==> config.mk <==
export PLATFORM = sky130hd
export DESIGN_NAME = lcd_blink_ctl
export DESIGN_NICKNAME = d
export VERILOG_FILES = /design/src/rtl/lcd_blink_ctl.sv
export SDC_FILE = /design/constraint.sdc
export NUM_CORES = 1
export LEC_CHECK = 0
export BUFFER_PORTS_ARGS = -buffer_cell sky130_fd_sc_hd__buf_4
export CORE_AREA = 3 3 40 42
export DETAILED_ROUTE_END_ITERATION = 10
export DIE_AREA = 0 0 43 45
export GPL_TIMING_DRIVEN = 0
export HOLD_SLACK_MARGIN = 0.1
export PLACE_DENSITY = 0.82
export SKIP_CTS_REPAIR_TIMING = 1
export SLEW_MARGIN = 20
export SYNTH_ARGS = -nofsm -noshare
export SYNTH_HDL_FRONTEND = slang
export SYNTH_SLANG_ARGS = --single-unit
export TNS_END_PERCENT = 10
==> constraint.sdc <==
create_clock -name clk -period 2.7 [get_ports clk]
set_clock_uncertainty 0.1 [all_clocks]
set_input_delay 0.27 -clock clk [delete_from_list [all_inputs] [get_ports clk]]
set_output_delay 0.27 -clock clk [all_outputs]
set_load 0.05 [all_outputs]
==> src/rtl/lcd_blink_ctl.sv <==
module lcd_blink_ctl #(
  parameter int SEG_W   = 8,
  parameter int TICK_HZ = 8
) (
  input  logic             clk,
  input  logic             rst_n,
  input  logic             tick,
  input  logic             blink_wr,
  input  logic [1:0]       blink_rate,
  input  logic             blink_alt,
  input  logic             disp_wr,
  input  logic             disp_on,
  input  logic             low_pwr,
  input  logic [SEG_W-1:0] seg_in,
  output logic [SEG_W-1:0] seg_out,
  output logic             blank,
  output logic             bank_swap,
  output logic             div_sel
);
  localparam int CNT_W = $clog2(TICK_HZ + 1);
  localparam logic [CNT_W-1:0] QTR = CNT_W'(TICK_HZ / 4);

  logic [1:0]       rate_q;
  logic             alt_q, on_q, lp_q, phase_q;
  logic [CNT_W-1:0] cnt_q, half_len;

  always_comb begin
    case (rate_q)
      2'd1:    half_len = QTR;
      2'd2:    half_len = QTR << 1;
      default: half_len = QTR << 2;
    endcase
  end

  always_ff @(posedge clk or negedge rst_n) begin
    if (!rst_n) begin
      rate_q  <= '0;
      alt_q   <= 1'b0;
      on_q    <= 1'b0;
      lp_q    <= 1'b0;
      cnt_q   <= '0;
      phase_q <= 1'b1;
    end else begin
      if (disp_wr) begin
        on_q <= disp_on;
        lp_q <= low_pwr;
      end
      if (blink_wr) begin
        rate_q  <= blink_rate;
        alt_q   <= blink_alt;
        cnt_q   <= '0;
        phase_q <= 1'b1;
      end else if (rate_q != 2'd0 && tick) begin
        if (cnt_q == half_len - CNT_W'(1)) begin
          cnt_q   <= '0;
          phase_q <= ~phase_q;
        end else begin
          cnt_q <= cnt_q + CNT_W'(1);
        end
      end
    end
  end

  wire blinking = (rate_q != 2'd0) && !phase_q;

  assign blank     = !on_q || (blinking && !alt_q);
  assign seg_out   = blank ? '0 : seg_in;
  assign bank_swap = blinking && alt_q;
  assign div_sel   = lp_q;
endmodule

== After elaboration in Yosys (flattened, before gate mapping) ==
Index checks and enable logic that the tools add are counted.

* Memories kept: 0
* ROM bits: 0
* RAM bits: 0
* Bits in latches: 0
* Output and inout port bits: 11
* Register bits: 10
* Input port bits: 18
* Logic and storage cells: 32

* Mux-type cells: 8
* Div/mod/pow operators: 0
* Multiply operators: 0
* Shifts and indexed selects: 0
* Equality and inequality tests: 3
* Bitwise operators: 1
* $lt $le $gt $ge: 0
* Reduce and logical (&&, ||, !) cells: 12
* $add $sub $neg: 2

{| class="wikitable"
|+ Operator list
! cell !! number
|-
| two-way mux 4 bit || 3
|-
| two-way mux 8 bit || 1
|-
| case mux 4 bit (2 select lines) || 1
|-
| nonzero test 2 bit || 3
|-
| adder 4 x 1 -> 4 bit, second input constant || 1
|-
| == test 4 bit || 1
|-
| logical AND 1 bit || 4
|-
| subtractor 4 x 1 -> 4 bit, second input constant || 1
|-
| zero test 1 bit || 3
|-
| two-way mux 1 bit || 3
|-
| == test 2 x 1 -> 1 bit, second input constant || 1
|-
| == test 2 bit, second input constant || 1
|-
| AND reduction 2 bit || 1
|-
| logical OR 1 bit || 1
|-
| NOT 1 bit || 1
|}

== Logic depth before layout (Yosys ltp) ==
Gate-level depths: netlist of the first run.

* Depth in word-level cells: 7
* Gate-level depth with buffers: 5
* Gate-level depth less buffers: 5

== Worst setup path before layout of the first run ==
Ideal clock, no wire load.

* Path type: reg2out
* From: register rate_q[0]
* To: output port bank_swap
* Stages on the path, launching flop included: 4
* Data required time: 2.330 ns
* Path buffers: 0
* Arrival time: 1.768 ns
* Path slack: 0.562 ns
* Cell sequence: dfrtp_1 -> inv_1 -> ha_1 -> nor3b_1

* Cells in the longest elaborated chain, start to end: 3

{| class="wikitable"
|+ RTL lines
! what !! line !! source
|-
| start, declared || 23 || <nowiki>logic [1:0] rate_q;</nowiki>
|-
| start signal, assigned || 49 || <nowiki>rate_q <= blink_rate;</nowiki>
|-
| nonzero test 2 bit || 64 || <nowiki>wire blinking = (rate_q != 2'd0) && !phase_q;</nowiki>
|-
| logical AND 1 bit || 64 ||
|-
| logical AND 1 bit || 68 || <nowiki>assign bank_swap = blinking && alt_q;</nowiki>
|-
| end, declared || 17 || <nowiki>output logic bank_swap,</nowiki>
|}

Every way passes these cells.

== Worst setup path after layout of the first run ==
* From: register rate_q[0]
* To: output port seg_out[6]

* Cells in the longest elaborated chain, start to end: 5

{| class="wikitable"
|+ RTL lines
! what !! line !! source
|-
| nonzero test 2 bit || 64 ||
|-
| logical AND 1 bit || 64 ||
|-
| logical AND 1 bit || 66 || <nowiki>assign blank = !on_q || (blinking && !alt_q);</nowiki>
|-
| logical OR 1 bit || 66 ||
|-
| two-way mux 8 bit || 67 || <nowiki>assign seg_out = blank ? '0 : seg_in;</nowiki>
|-
| end, declared || 15 || <nowiki>output logic [SEG_W-1:0] seg_out,</nowiki>
|}

Every way passes these cells.

==> summary.txt, run 1 <==
Sum of negative setup slack -> 0 ps
Post-Route WL -> 1330 um
PwrDens -> 519 nW/um^2
Synth Cell Area -> 571 sq um
F_max -> 492 MHz
Row cnt -> 13
Io pins -> 29
GPL Wtd Cong -> 0.780
Vias in the first global route -> 479
Layout cells sized above 1 -> 40.7%
WS Path Type -> reg -> out
Area growth syn-to-layout -> 50.0%
Clock Tree Buf Depth -> 2
Crit-path leading delay family -> compound AO/OA/AOI/OAI gates
WP depth -> 5
Final Slew Violations -> 0
Starting Density -> 44.4%
Worst Setup End Kind -> output port
Die W -> 43 um
DP HPWL -> 1040 um
Fin area -> 856 sq um
Yosys warnings -> 0
Critical Path Slowest Stage Cell -> o31a_1
Minimum clock period -> 2030 ps
WL/cell -> 12.5 um
TritonRoute pass-1 iters -> 4
GR Util All Layers -> 14.2%
Dpl cells -> 100
WHS Path Cells -> 3
Tot Pwr -> 0.445 mW
CP arrival -> 1660 ps
Worst R2R Path Depth -> 5
Synth Flop Type -> dfrtp_1
Global-route wire length before repair -> 1980 um
Core Region -> 1280 sq um
Root Buffer -> clkbuf_4
Register area -> 251 sq um
Multi-input logic area -> 304 sq um
Slew HR -> 71.9%
Run status -> finished, final reports clean
Most frequent cell after synthesis -> dfrtp_1
Mapped Nets -> 78
Vias per cell -> 4.93
FILL cells -> 119
Nets -> 113
Synth top cells by count -> dfrtp_1 (9), and2_1 (8), nand2_1 (4)
DRC errors left -> 0
Number of diodes -> 0
DR iter-0 viols -> 4
Worst Tran Pin Value -> 422 ps
Overflow after GRT -> 0
Synth top area cells -> dfrtp_1 (39%), and2_1 (8.8%), ha_1 (6.6%)
Clock sinks -> 10
Max Cap Viol -> 0
CTS clock-pin slew for the worst setup and hold paths -> 70 ps
Final ANT Viol Nets -> 0
Crit path max fanout -> 9
Post-synthesis register bit count -> 10
Die Span Y -> 45 um
Post-synthesis sequential area ratio -> 44.1%
Worst path cell trace -> inv_1 -> ha_1 -> o31a_1 -> and2_1 -> buf_4
Peak supply drop -> 314 uV
Synth cell types -> 25
Htree depth -> 1
RSZ-0062 raised after global routing -> no
Total number of vias -> 523
Die area -> 1940 sq um
Crit path buffers/inverters -> 2
FFs w/ async S/R, synth -> 100%
Later-pin clock latency in the skew report -> 260 ps
Post-synth EDFFs -> 0
Fin crit share -> 75.3%
Crit-path max cell delay -> 390 ps
Startpoint types -> register
Final setup violation count -> 0
Leak -> 0.407 nW
Required @ worst endpoint -> 2330 ps
Num CTS Buffers -> 3
Antenna violations before repair -> 0
Cell taking the most area after synthesis -> dfrtp_1
Area share of the largest cell type after synthesis -> 39.5%
CTS tree -> yes
Min-Delay Path Class -> in -> reg
Final Hold Vio Count -> 0
Largest net degree at the start of global routing -> 11
IO buf count -> 28
Area after DPL -> 800 sq um
Synthesized area per cell -> 10.0 sq um
Post-Synthesis Cells -> 57
Final Non-Filler Cells -> 106
cell type report:
class                           count  share of cell area, %
Tap cell                           15                   2.19
Inverter                            3                   1.32
Clock buffer                        4                   4.24
Buffer                              1                  0.439
Multi-Input combinational cell     43                   35.5
Sequential cell                    10                   29.4
Timing Repair Buffer               30                   26.9
worst register-to-register path, stage by stage (launching register included):
cell      delay (ps)
dfrtp_1          350
inv_1             60
ha_1             230
nand2b_1         210
or4_1            490
o22ai_1          140
through the flow:
stage / worst slack, ps / util, % / hold WS (ps)
finish: 667 / 66.6 / 123
global route: 548 / 66.6 / 106
CTS: 651 / 65.0 / -287
detailed placement: 949 / 62.2 / 5.59
global placement: 980 / 62.2 / 4.09
floorplan: 562 / - / -126
state kept, by name, summed over array words and instances (netlist names):
| signal | cells |
|---|---|
| phase_q | 1 |
| on_q | 1 |
| alt_q | 1 |
| cnt_q | 4 |
| rate_q | 2 |
| div_sel | 1 |
where the power goes:
group          leakage [nW]  total, mW  switching, mW  internal, mW
clock                0.0210      0.134         0.0525        0.0819
combinational         0.261      0.142         0.0843        0.0573
sequential            0.125      0.169        0.00812         0.161
final timing paths:
| path | startpoint | endpoint | slack [ps] |
|---|---|---|---|
| max | rate_q[0] | seg_out[6] | 670 |
| min | blink_rate[1] | rate_q[1] | 120 |
| max reg2reg | rate_q[0] | cnt_q[3] | 1040 |
| min reg2reg | div_sel | div_sel | 420 |
| max in group asynchronous | rst_n | phase_q | 2010 |
| min in group asynchronous | rst_n | cnt_q[3] | 270 |
cells in the final DEF, fill, tap and decap left out, drive strengths merged, types with 2 or more instances in the layout:
cell type and instances:
a21oi 2, and2 8, buf 28, clkbuf 5
dfrtp 9, dlygate4sd3 2, ha 3, inv 3
mux2 3, nand2 4, nand2b 2, nor2 2
nor2b 2, nor4 2, o21ai 3, xnor2 3
routing by layer:
metal | part of all wire [%] | vias to the layer above | track usage (%)
li1 | - | 266 | -
met1 | 42 | 243 | 17.1
met2 | 51 | 12 | 21.0
met3 | 5.7 | 2 | 7.17
met4 | 0.75 | 0 | 7.23
met5 | 0 | - | 0
cells by family after synthesis:
family                     Yosys count  share of synthesized area, %
muxes                                4                          7.68
adders and majority gates            3                          6.58
and+or+nand+nor                     25                          25.9
DFF                                 10                          44.1
AOI/OAI and AO/OA                    8                          8.55
xor gates and xnor gates             3                          4.61
buffers and inverters                4                          2.63
Power figures use the tool's default switching activity.
==> inputs of run 2 (changes only) <==
Settings changed: CORE_AREA 3 3 40 42 to default, CORE_MARGIN from default to 3, CORE_UTILIZATION from default to 43, DIE_AREA 0 0 43 45 to default.
Clock period 2.7 ns to 2 ns, I/O delays scaled along.
==> run 2 against run 1 <==
Worst setup slack lost 580 ps. Global-route usage grew 2.9 points. Final cell count grew 3.8%. Total power grew 42%. Critical path depth is the same. Sequential cell count is the same. First-iteration DRC count grew to 5.3 times the previous value. Sequential share of layout area shrank 1.8 points. Non-clock buffer count grew 4. Largest cell class unchanged. Largest power group unchanged.
==> summary.txt, run 2 (synthesized netlist as in run 1, its figures left out) <==
Run status -> finished, final reports clean
Pre-CTS setup slack -> 282 ps
Worst Tran Pin Value -> 409 ps
Final setup violation count -> 0
Io pins -> 29
Minimum clock period -> 1910 ps
Multi-input logic area -> 320 sq um
Starting Density -> 48.7%
PwrDens -> 691 nW/um^2
DR iter-0 viols -> 21
Commonest non-fill, non-tap cell in the layout -> buf_4
Total number of vias -> 608
Finished Core Util -> 77.8%
Startpoint types -> register
Worst path cell trace -> inv_1 -> ha_2 -> o31a_1 -> and2_1 -> buf_4
Die W -> 42.4 um
WS Path Type -> reg -> out
Flop pwr share -> 36.6%
WL/cell -> 15.9 um
GPL Wtd Cong -> 0.665
Vias per cell -> 5.53
Critical Path Slowest Stage Cell -> dfrtp_1
Root Buffer -> clkbuf_4
Worst Setup End Kind -> output port
F_max -> 523 MHz
Antenna violations before repair -> 0
Required @ worst endpoint -> 1700 ps
Post-Route WL -> 1750 um
IO buf count -> 28
Vias in the first global route -> 528
Layout cells sized above 1 -> 40.6%
Clock Tree Buf Depth -> 2
Tot Pwr -> 0.629 mW
Die area -> 1800 sq um
Most flops, register -> cnt_q
Core Region -> 1170 sq um
Final ANT Viol Nets -> 0
GR Util All Layers -> 17.1%
RSZ-0062 raised after global routing -> no
Overflow after GRT -> 0
Final Hold Vio Count -> 0
Largest net degree at the start of global routing -> 11
Register area -> 251 sq um
Crit-path max cell delay -> 360 ps
Area growth syn-to-layout -> 59.6%
Total net switching power -> 0.217 mW
Leak -> 0.425 nW
Max reg flops -> 4
Global-route wire length before repair -> 2340 um
Nets -> 118
Row cnt -> 12
Min-Delay Path Class -> in -> reg
Fin crit share -> 95.5%
Later-pin clock latency in the skew report -> 270 ps
Peak supply drop -> 456 uV
Clock sinks -> 10
Combinational fraction of design power -> 33.3%
Fin worst setup slack -> 89.5 ps
CP arrival -> 1610 ps
TritonRoute pass-1 iters -> 4
Top flop regs -> cnt_q x4, rate_q x2
DRC errors left -> 0
Crit path max fanout -> 5
Slew HR -> 72.7%
CTS clock-pin slew for the worst setup and hold paths -> 80 ps
Max Cap Viol -> 0
CTS tree -> yes
Die Span Y -> 42.4 um
FILL cells -> 65
Htree depth -> 1
Sw frac -> 34.4%
Clk pwr share -> 30.1%
Number of diodes -> 0
Num CTS Buffers -> 3
Most frequent cells in the layout -> buf_4 (28), dfrtp_1 (9), and2_1 (8), dlygate4sd3_1 (6), nand2_1 (4)
Pint -> 0.412 mW
Final Slew Violations -> 0
DP HPWL -> 1130 um
-- run 2: changes by cell type in the layout (fill, tap and decap cells not counted), sizes merged --
cell / before / now
dlygate4sd3: 2 / 6
o31a: 1 / 2
-- run 2: path summary, 6_finish.rpt --
check                      startpoint          to  slack, ps  cells past startpoint
max                         rate_q[1]  seg_out[5]         90                      5
min                           disp_wr        on_q        110                      2
max reg2reg                 rate_q[1]    cnt_q[1]        310                      5
min reg2reg                  cnt_q[3]    cnt_q[3]        470                      2
max in group asynchronous       rst_n     phase_q       1390                      2
min in group asynchronous       rst_n       alt_q        190                      2
-- run 2: cell type report --
| type | count | area share [%] |
|---|---|---|
| multi-input cells | 44 | 35.2 |
| flip-flops and latches | 10 | 27.6 |
| repair buffers | 34 | 29.7 |
| clock buffers | 4 | 3.98 |
| plain buffers | 1 | 0.412 |
| inverters | 3 | 1.24 |
| well taps | 14 | 1.92 |
-- run 2: per-layer routing --
layer	track usage [%]	vias to the layer above	share of wire (%)
li1	-	277	-
met1	19.5	294	37
met2	32.8	35	57
met3	2.58	2	6.2
met4	3.73	0	0.40
met5	0	-	0
-- run 2: stage by stage --
step	TNS, ps	std cells	area, sq um	hold WS (ps)
6_report	0	110	911	108
5_1_grt	0	110	911	113
4_1_cts	-14.0	103	840	-352
3_5_place_dp	0	99	803	-61.0
3_3_place_gp	0	99	803	-66.0
2_1_floorplan	0	57	576	-196
-- run 2: power groups by stage --
stage	Sequential (mW)	Combinational [mW]	Clock, mW
after floorplan	0.236	0.116	0
after global placement	0.231	0.187	0
after detailed placement	0.232	0.192	0
after CTS	0.228	0.194	0.187
after global routing	0.231	0.223	0.196
final	0.230	0.210	0.189
-- run 2: worst max-delay path: cells and delay by family, from the launching register on --
| family | cells | cell delay (ps) |
|---|---|---|
| simple gates | 1 | 190 |
| compound gates | 1 | 240 |
| buf+inv | 2 | 310 |
| flops | 1 | 360 |
| fa+ha+maj | 1 | 240 |
==> inputs of run 3 (changes only) <==
Settings changed: CORE_MARGIN 3 to 10, CORE_UTILIZATION 43 to 30, PLACE_DENSITY 0.82 to 0.63.
==> run 3 against run 2 <==
Combinational power is essentially flat. Clock power shrank 6%. Routed wire length shrank 4.9%. Critical path depth is the same. Highest routed layer unchanged.
==> summary.txt, run 3 (synthesized netlist as in run 1, its figures left out) <==
Final Non-Filler Cells -> 123
TritonRoute pass-1 iters -> 4
Num CTS Buffers -> 3
Sum of negative setup slack -> 0 ps
Overflow after GRT -> 0
Core Region -> 1760 sq um
Run status -> finished, final reports clean
Htree depth -> 1
Die W -> 63.6 um
WS Path Type -> reg -> out
Die area -> 4050 sq um
Clock sinks -> 10
Worst path cell trace -> inv_1 -> ha_1 -> o31a_1 -> and2_1 -> buf_4
GR Util All Layers -> 7.94%
CTS tree -> yes
Clock Tree Buf Depth -> 2
Vias in the first global route -> 539
Minimum clock period -> 1890 ps
Critical Path Slowest Stage Cell -> dfrtp_1
Required @ worst endpoint -> 1700 ps
Max Cap Viol -> 0
Global-route wire length before repair -> 2530 um
PwrDens -> 652 nW/um^2
Post-Route WL -> 1660 um
CP arrival -> 1590 ps
Top flop regs -> cnt_q x4, rate_q x2
Leak -> 0.435 nW
Root Buffer -> clkbuf_4
Die Span Y -> 63.6 um
DRC errors left -> 0
F_max -> 530 MHz
Peak supply drop -> 445 uV
GPL Wtd Cong -> 0.707
Worst R2R Path Depth -> 5
Final Slew Violations -> 0
Final ANT Viol Nets -> 0
Layout cells sized above 1 -> 38.8%
Vias per cell -> 4.46
RSZ-0062 raised after global routing -> no
Hold WS -> 134 ps
Io pins -> 29
Slew HR -> 73.3%
Most frequent cells in the layout -> buf_4 (28), dfrtp_1 (9), and2_1 (8), dlygate4sd3_1 (8), nand2_1 (4)
Antenna violations before repair -> 0
Fin area -> 942 sq um
Reg2reg start -> rate_q[0]
Nets -> 120
Startpoint types -> register
CTS clock-pin slew for the worst setup and hold paths -> 60 ps
Commonest non-fill, non-tap cell in the layout -> buf_4
Worst R2R End -> cnt_q[3]
Area growth syn-to-layout -> 65.1%
Number of diodes -> 0
Fin crit share -> 94.3%
Min-Delay Path Class -> in -> reg
WHS Path Cells -> 3
Hold EP -> phase_q
DR iter-0 viols -> 10
Most flops, register -> cnt_q
Total number of vias -> 549
Crit-path max cell delay -> 350 ps
IO buf count -> 28
Area after DPL -> 817 sq um
Row cnt -> 15
Max reg flops -> 4
Starting Density -> 32.3%
Later-pin clock latency in the skew report -> 260 ps
Worst Setup End Kind -> output port
Crit path max fanout -> 5
Largest net degree at the start of global routing -> 11
Final Hold Vio Count -> 0
WL/cell -> 13.5 um
Worst Tran Pin Value -> 401 ps
Final setup violation count -> 0
Hold wc startpoint -> blink_wr
Tot Pwr -> 0.614 mW
Dpl cells -> 110
Worst R2R Setup Slack -> 320 ps
## run 3: cell count changes in the layout (fill, tap and decap cells not counted), sizes merged
| cell | delta |
|---|---|
| dlygate4sd3 | +2 |
## run 3: layout make-up
cell class                      count  area (sq um)
Tap cell                           25          31.3
Fill cell                         179           822
Clock buffer                        4          36.3
Buffer                              1          3.75
Sequential cell                    10           251
Multi-Input combinational cell     44           318
Timing Repair Buffer               36           290
Inverter                            3          11.3
## run 3: worst max-delay path by stage
| stage | start | endpoint | slack [ps] |
|---|---|---|---|
| after floorplan | rate_q[0] | seg_out[0] | 400 |
| after global placement | rate_q[0] | seg_out[7] | 300 |
| after detailed placement | rate_q[0] | seg_out[6] | 280 |
| after CTS | rate_q[0] | seg_out[6] | -10 |
| after global routing | rate_q[0] | seg_out[6] | 20 |
| final | rate_q[0] | seg_out[6] | 110 |
## run 3: power by group
group	internal [mW]	leakage [nW]	switching [mW]
Combinational	0.0896	0.290	0.119
Sequential	0.217	0.125	0.0119
Clock	0.110	0.0210	0.0664
Total	0.417	0.435	0.197
## run 3: per-layer routing
metal  vias to the layer above  routed length (um)  global-route usage [%]
met5                         -                   0                       0
met4                         0                  27                    4.10
met3                         2                  45                    3.00
met2                        13                 920                    13.6
met1                       252                 668                    8.24
li1                        282                   -                       -
## run 3: worst max-delay path: cells and delay by family (launching register included)
family                   cells  cell delay [ps]
AO/OA/AOI/OAI                1              300
flip-flops                   1              350
adder cells (fa/ha/maj)      1              260
AND/OR/NAND/NOR              1              180
buffers and inverters        2              250
## run 3: metrics by stage
stage | setup slack (ps) | util [%]
after global routing | 22.7 | 53.4
after CTS | -13.8 | 48.4
after global placement | 296 | 46.3
final | 114 | 53.4
after floorplan | 399 | -
after detailed placement | 279 | 46.3
